===== src/rtl/bch_dec_pkg.sv =====
// Package: code geometry, the error class encoding and the polynomial
// helpers that the decoder sub-blocks share.
// Assumes the (31,21) cyclic code with generator
// x^10+x^9+x^8+x^6+x^5+x^3+1, plus one overall parity bit.
package bch_dec_pkg;

    localparam int CW_BITS     = 32;
    localparam int CODE_BITS   = CW_BITS - 1;
    localparam int CHECK_BITS  = 10;
    localparam int DATA_BITS   = 20;
    localparam int RESULT_BITS = DATA_BITS + 3;
    localparam int CNT_W       = $clog2(CW_BITS);
    localparam int PAIR_COUNT  = CODE_BITS - 1;

    // Generator polynomial without its x^10 term.
    localparam logic [CHECK_BITS-1:0] GEN_LOW = 10'b11_0110_1001;

    // Bit 1 of the code is E0 and goes out first; bit 0 is E1.
    typedef enum logic [1:0] {
        ERR_NONE   = 2'b00,
        ERR_SINGLE = 2'b10,
        ERR_PAIR   = 2'b01,
        ERR_UNCORR = 2'b11
    } err_class_t;

    // One division step: remainder times x plus the new bit, reduced.
    function automatic logic [CHECK_BITS-1:0] rem_step(
        input logic [CHECK_BITS-1:0] rem,
        input logic                  din
    );
        return {rem[CHECK_BITS-2:0], din} ^ (rem[CHECK_BITS-1] ? GEN_LOW : '0);
    endfunction

    // x^deg reduced by the generator: syndrome of one error at degree deg.
    function automatic logic [CHECK_BITS-1:0] pow_syn(input int deg);
        logic [CHECK_BITS-1:0] r;
        r = {{(CHECK_BITS-1){1'b0}}, 1'b1};
        for (int i = 0; i < deg; i++) begin
            r = rem_step(r, 1'b0);
        end
        return r;
    endfunction

endpackage


===== src/rtl/bch_syn_accum.sv =====
// Serial front end: counts bit ticks, assembles the 32-bit word, divides
// the first 31 bits by the generator and accumulates parity over all 32.
// Assumes the first tick after reset starts a codeword. word_done pulses
// the cycle after the 32nd tick; the outputs then stay valid until the
// next tick arrives.
module bch_syn_accum
    import bch_dec_pkg::*;
(
    input  logic                  clk,
    input  logic                  rst_n,
    input  logic                  in_valid,
    input  logic                  in_bit,
    output logic [CW_BITS-1:0]    word,
    output logic [CHECK_BITS-1:0] syndrome,
    output logic                  par_odd,
    output logic                  word_done
);

    localparam logic [CNT_W-1:0] LAST_IDX = CNT_W'(CW_BITS - 1);
    localparam logic [CNT_W-1:0] CODE_END = CNT_W'(CODE_BITS - 1);

    logic [CNT_W-1:0] bit_cnt;
    logic             first_bit;
    logic             in_code;

    assign first_bit = (bit_cnt == '0);
    assign in_code   = (bit_cnt <= CODE_END);

    // Shift in each bit and update the count, remainder and parity.
    always_ff @(posedge clk) begin
        if (!rst_n) begin
            bit_cnt   <= '0;
            word      <= '0;
            syndrome  <= '0;
            par_odd   <= 1'b0;
            word_done <= 1'b0;
        end else begin
            word_done <= in_valid && (bit_cnt == LAST_IDX);
            if (in_valid) begin
                word    <= {word[CW_BITS-2:0], in_bit};
                par_odd <= (first_bit ? 1'b0 : par_odd) ^ in_bit;
                if (in_code) begin
                    syndrome <= rem_step(first_bit ? '0 : syndrome, in_bit);
                end
                bit_cnt <= (bit_cnt == LAST_IDX) ? '0 : bit_cnt + 1'b1;
            end
        end
    end

endmodule


===== src/rtl/bch_err_locator.sv =====
// Error locator: compares the syndrome with the constant syndromes of all
// single errors and all neighbouring-pair errors over the 31 code bits,
// and produces the mask of word bits to invert plus the error class.
// The word bit holding the error of degree d is index d+1; index 0 is the
// overall parity bit, which the code does not cover.
module bch_err_locator
    import bch_dec_pkg::*;
(
    input  logic [CHECK_BITS-1:0] syndrome,
    output logic [CW_BITS-1:0]    flip_mask,
    output err_class_t            err_class
);

    logic [CODE_BITS-1:0]  single_hit;
    logic [PAIR_COUNT-1:0] pair_hit;

    // One comparator per single-bit error position.
    for (genvar d = 0; d < CODE_BITS; d++) begin : g_single
        localparam logic [CHECK_BITS-1:0] SYN_ONE = pow_syn(d);
        assign single_hit[d] = (syndrome == SYN_ONE);
    end

    // One comparator per neighbouring pair (degrees d and d+1).
    for (genvar d = 0; d < PAIR_COUNT; d++) begin : g_pair
        localparam logic [CHECK_BITS-1:0] SYN_TWO = pow_syn(d) ^ pow_syn(d + 1);
        assign pair_hit[d] = (syndrome == SYN_TWO);
    end

    // Turn the comparator hits into a mask over the word's bit positions.
    always_comb begin
        flip_mask = '0;
        for (int d = 0; d < CODE_BITS; d++) begin
            flip_mask[d+1] = flip_mask[d+1] | single_hit[d];
        end
        for (int d = 0; d < PAIR_COUNT; d++) begin
            flip_mask[d+1] = flip_mask[d+1] | pair_hit[d];
            flip_mask[d+2] = flip_mask[d+2] | pair_hit[d];
        end
    end

    // Classify: zero syndrome, single hit, pair hit or no match.
    always_comb begin
        if (syndrome == '0)   err_class = ERR_NONE;
        else if (|single_hit) err_class = ERR_SINGLE;
        else if (|pair_hit)   err_class = ERR_PAIR;
        else                  err_class = ERR_UNCORR;
    end

endmodule


===== src/rtl/bch_result_serializer.sv =====
// Result stage: on word_done it applies the flip mask and checks the
// corrected first bit. For a message it sends a 23-bit result, one bit
// every PHASES clocks: the data changes in phase 0, the strobe is high in
// phase 1, and the data holds until the end of the period. For any other
// word it pulses word_stop.
// Assumes PHASES >= 3 and bit ticks at least PHASES clocks apart, so a
// result is finished before the next word completes.
module bch_result_serializer
    import bch_dec_pkg::*;
#(
    parameter int PHASES = 4
) (
    input  logic               clk,
    input  logic               rst_n,
    input  logic               word_done,
    input  logic [CW_BITS-1:0] word,
    input  logic [CW_BITS-1:0] flip_mask,
    input  err_class_t         err_class,
    input  logic               par_odd,
    output logic               out_data,
    output logic               out_strobe,
    output logic               word_stop
);

    localparam int PH_W   = $clog2(PHASES);
    localparam int BCNT_W = $clog2(RESULT_BITS);
    localparam logic [PH_W-1:0]   PH_LAST  = PH_W'(PHASES - 1);
    localparam logic [BCNT_W-1:0] BIT_LAST = BCNT_W'(RESULT_BITS - 1);
    localparam int DATA_TOP = CW_BITS - 2;
    localparam int DATA_BOT = CW_BITS - 1 - DATA_BITS;

    logic [CW_BITS-1:0]     corrected;
    logic [RESULT_BITS-1:0] load_word;
    logic [RESULT_BITS-1:0] shifter;
    logic [PH_W-1:0]        phase;
    logic [BCNT_W-1:0]      bit_idx;
    logic                   busy;

    assign corrected = word ^ flip_mask;
    assign load_word = {corrected[DATA_TOP:DATA_BOT], err_class, par_odd};
    assign out_data  = shifter[RESULT_BITS-1];

    // Load a message result or flag a stop; then pace the bits out.
    always_ff @(posedge clk) begin
        if (!rst_n) begin
            shifter    <= '0;
            phase      <= '0;
            bit_idx    <= '0;
            busy       <= 1'b0;
            out_strobe <= 1'b0;
            word_stop  <= 1'b0;
        end else begin
            word_stop  <= 1'b0;
            out_strobe <= busy && (phase == '0);
            if (word_done) begin
                if (corrected[CW_BITS-1]) begin
                    shifter <= load_word;
                    busy    <= 1'b1;
                    phase   <= '0;
                    bit_idx <= '0;
                end else begin
                    word_stop <= 1'b1;
                end
            end else if (busy) begin
                if (phase == PH_LAST) begin
                    phase   <= '0;
                    shifter <= {shifter[RESULT_BITS-2:0], 1'b0};
                    if (bit_idx == BIT_LAST) begin
                        busy <= 1'b0;
                    end else begin
                        bit_idx <= bit_idx + 1'b1;
                    end
                end else begin
                    phase <= phase + 1'b1;
                end
            end
        end
    end

endmodule


===== src/rtl/bch_burst_decoder.sv =====
// Top level: serial syndrome front end, combinational error locator and
// paced result serializer, wired in that order.
// Assumes the first bit tick after reset starts a codeword.
module bch_burst_decoder
    import bch_dec_pkg::*;
#(
    parameter int PHASES = 4
) (
    input  logic clk,
    input  logic rst_n,
    input  logic in_valid,
    input  logic in_bit,
    output logic out_data,
    output logic out_strobe,
    output logic word_stop
);

    logic [CW_BITS-1:0]    word;
    logic [CHECK_BITS-1:0] syndrome;
    logic                  par_odd;
    logic                  word_done;
    logic [CW_BITS-1:0]    flip_mask;
    err_class_t            err_class;

    bch_syn_accum u_accum (
        .clk       (clk),
        .rst_n     (rst_n),
        .in_valid  (in_valid),
        .in_bit    (in_bit),
        .word      (word),
        .syndrome  (syndrome),
        .par_odd   (par_odd),
        .word_done (word_done)
    );

    bch_err_locator u_locate (
        .syndrome  (syndrome),
        .flip_mask (flip_mask),
        .err_class (err_class)
    );

    bch_result_serializer #(.PHASES(PHASES)) u_serial (
        .clk        (clk),
        .rst_n      (rst_n),
        .word_done  (word_done),
        .word       (word),
        .flip_mask  (flip_mask),
        .err_class  (err_class),
        .par_odd    (par_odd),
        .out_data   (out_data),
        .out_strobe (out_strobe),
        .word_stop  (word_stop)
    );

endmodule


===== config.mk =====
export PLATFORM = sky130hd
export DESIGN_NAME = bch_burst_decoder
export DESIGN_NICKNAME = d
export VERILOG_FILES = /design/src/rtl/bch_dec_pkg.sv /design/src/rtl/bch_syn_accum.sv /design/src/rtl/bch_err_locator.sv /design/src/rtl/bch_result_serializer.sv /design/src/rtl/bch_burst_decoder.sv
export SDC_FILE = /design/constraint.sdc
export NUM_CORES = 1
export LEC_CHECK = 0
export ABC_AREA = 1
export BUFFER_PORTS_ARGS = -buffer_cell sky130_fd_sc_hd__buf_2
export CORE_MARGIN = 4
export CORE_UTILIZATION = 30
export DETAILED_ROUTE_END_ITERATION = 8
export PLACE_DENSITY = 0.53
export SLEW_MARGIN = 20
export SYNTH_ARGS = -nofsm -noshare
export SYNTH_HDL_FRONTEND = slang
export SYNTH_SLANG_ARGS = --single-unit

===== constraint.sdc =====
create_clock -name clk -period 2.6 [get_ports clk]
set_input_delay 0.52 -clock clk [delete_from_list [all_inputs] [get_ports clk]]
set_output_delay 0.52 -clock clk [all_outputs]
set_load 0.05 [all_outputs]

==> results.tsv <==
metric	value	unit
status	completed	
syn2layout_area_growth	12.06	%
muxShareOfSynthArea	0	%
fill_cells	1713	
layout_commonest_cell	nor2_1	
postCtsSetupBuffers	0	
core	15310	sq um
grt_pass1_wl	22.27	mm
clock_latency	0.35	ns
synth.net_count	771	
tritoncts	yes	
port_buffers	6	
final_cell_area	5291	sq um
tightest_slew	0.5816	ns
grt_pass1_vias	4440	
async_flop_share	0	%
cp-start-kind	flop	
vias	4693	
leakage	2.389	nW
grt_max_degree	49	
synth_edf_count	0	
die_h	133.5	microns
clock.fmax	0.5124	GHz
synth_fa_ha_area_share	2.120	%
setup_viol	0	
synth_top_family_by_area	simple AND/OR/NAND/NOR gates	
num_io_pins	7	
routed_wl	12.94	mm
ys.flop_type	dfxtp_1	
overflow	0	
final_cell_mix	nor2_1, nand2_1, nand3_1	
layout-drive-gt1-share	6.299	%
fin_crit_sh	75.06	%
cts_resized	0	
hold_class	reg -> reg	
finalHoldViolCount	0	
fin_nets	769	
regArea	1642	sq um
postPlaceCellArea	4975	sq um
wl_per_cell	13.29	microns
rsz0062_at_grt	no	
synth-xor-area-share	0.7419	%
final_util	34.55	%
postSynthAreaPerCell	6.221	sq um
slew_headroom	61.18	%
drtPass1Iterations	7	
initial_core_util	30.83	%
postCtsHoldBufs	0	
tns	0	ns
cts_max_level	3	
path_clk_slew	0.06	ns
power_per_cell_area	559.9	nW/um^2
dieArea	17810	sq um
ys_warn_count	0	
grt_usage	15.36	%
root_buffer	clkbuf_16	
antenna_found_initial	0	
synthSimpleGateAreaFrac	41.81	%
cp.arrival	2.20	ns
path_max_fanout	45	
drtIter0Drc	335	
synth-seq-cells	82	
multi_input_area	2674	sq um
drv_slew	0	
period_minus_slack	1.952	ns
dp_hpwl	9.120	mm
synth_cell_types	30	
skew	0.007600	ns
core.rowCount	45	
total_power	2.962	mW
die_w	133.5	microns
max-cap-violations	0	
crit_type	reg -> reg	
crit_required	2.85	ns
clockBufferDepth	2	
ys_seq_area_share	34.76	%
syn_inst	759	
hold_slack	0.4469	ns
antennaDiodeCount	0	
cts_sinks	82	
viasPerCell	4.823	
end_kind	flop	
place_congestion	0.9497	
numCtsBuffers	9	
antenna_left	0	
peakVddDrop	0.3816	mV
r2r_slack	0.65	ns
drc	0	
synth_compound_area_share	11.95	%
synth_area	4722	sq um
## per-layer routing
metal  track usage (%)  vias up  part of all wire [%]
met5                 0        -                     0
met4             6.114        0                   2.0
met3             3.399       22                   4.0
met2             24.29       74                    45
met1             20.37     2130                    49
li1                  -     2467                     -
## critical path: stages (launching register included)
cell	delay, ns
dfxtp_1	0.51
nand2_1	0.18
inv_1	0.22
nand3_1	0.14
nand3_1	0.13
nand3_4	0.14
nand3_4	0.11
buf_12	0.21
nand2_1	0.08
nand2_1	0.06
nor2_1	0.04
## metrics by stage
stage	instances	worst slack [ns]
global placement	957	0.6831
floorplan	759	1.021
detailed placement	957	0.6552
CTS	973	0.6452
finish	973	0.6484
global route	973	0.4310
## logic make-up after synthesis
family,count (synthesis)
AND/OR/NAND/NOR,456
XOR/XNOR,4
AO/OA/AOI/OAI,108
buffers and inverters,101
flip-flops,82
adder cells (fa/ha/maj),8
## path summary, 6_finish.rpt
kind / depth (start not counted) / start / endpoint
setup / recovery: 10 / u_accum.syndrome[9] / u_serial.shifter[5]
hold / removal: 2 / u_serial.busy / u_serial.out_strobe
setup reg to reg: 10 / u_accum.syndrome[9] / u_serial.shifter[5]
hold reg to reg: 2 / u_serial.busy / u_serial.out_strobe
## cell usage after synthesis, types with 3 or more instances
| library cell | count | area, sq um |
|---|---|---|
| nand4_1 | 13 | 81.33 |
| a21oi_1 | 39 | 195.2 |
| nand3_4 | 3 | 52.55 |
| a31oi_1 | 5 | 31.28 |
| inv_1 | 64 | 240.2 |
| o21ai_0 | 53 | 265.3 |
| nor2_4 | 3 | 33.78 |
| inv_2 | 4 | 15.01 |
| ha_1 | 8 | 100.1 |
| nand2_1 | 155 | 581.8 |
| nor3_1 | 7 | 35.03 |
| dfxtp_1 | 82 | 1642 |
| nor2_1 | 159 | 596.8 |
| o22ai_1 | 8 | 50.05 |
| buf_1 | 3 | 11.26 |
| nand3_1 | 108 | 540.5 |
| xor2_1 | 3 | 26.28 |
| buf_2 | 4 | 20.02 |
| a211oi_1 | 3 | 22.52 |
| clkbuf_1 | 20 | 75.07 |
## registers in the layout, summed over array words and instances, names as in the netlist
name                 flops
u_accum.par_odd          1
u_serial.busy            1
u_accum.word_done        1
u_serial.out_strobe      1
u_accum.syndrome        10
u_accum.bit_cnt          5
u_serial.phase           2
u_serial.bit_idx         5
u_serial.shifter        23
u_accum.word            32
u_serial.word_stop       1
## final cells by class
type / instances / area share (%)
Clock buffer: 13 / 5.108
Sequential cell: 82 / 31.02
Timing Repair Buffer: 18 / 2.507
Clock inverter: 3 / 0.8749
Multi-Input combinational cell: 576 / 50.53
Inverter: 70 / 4.966
Tap cell: 211 / 4.989
## power by group
part           internal [mW]  switching (mW)
Sequential              1.30          0.0412
Combinational         0.0782           0.191
Clock                  0.825           0.524
Note: power is estimated with default switching activity, not from simulation.
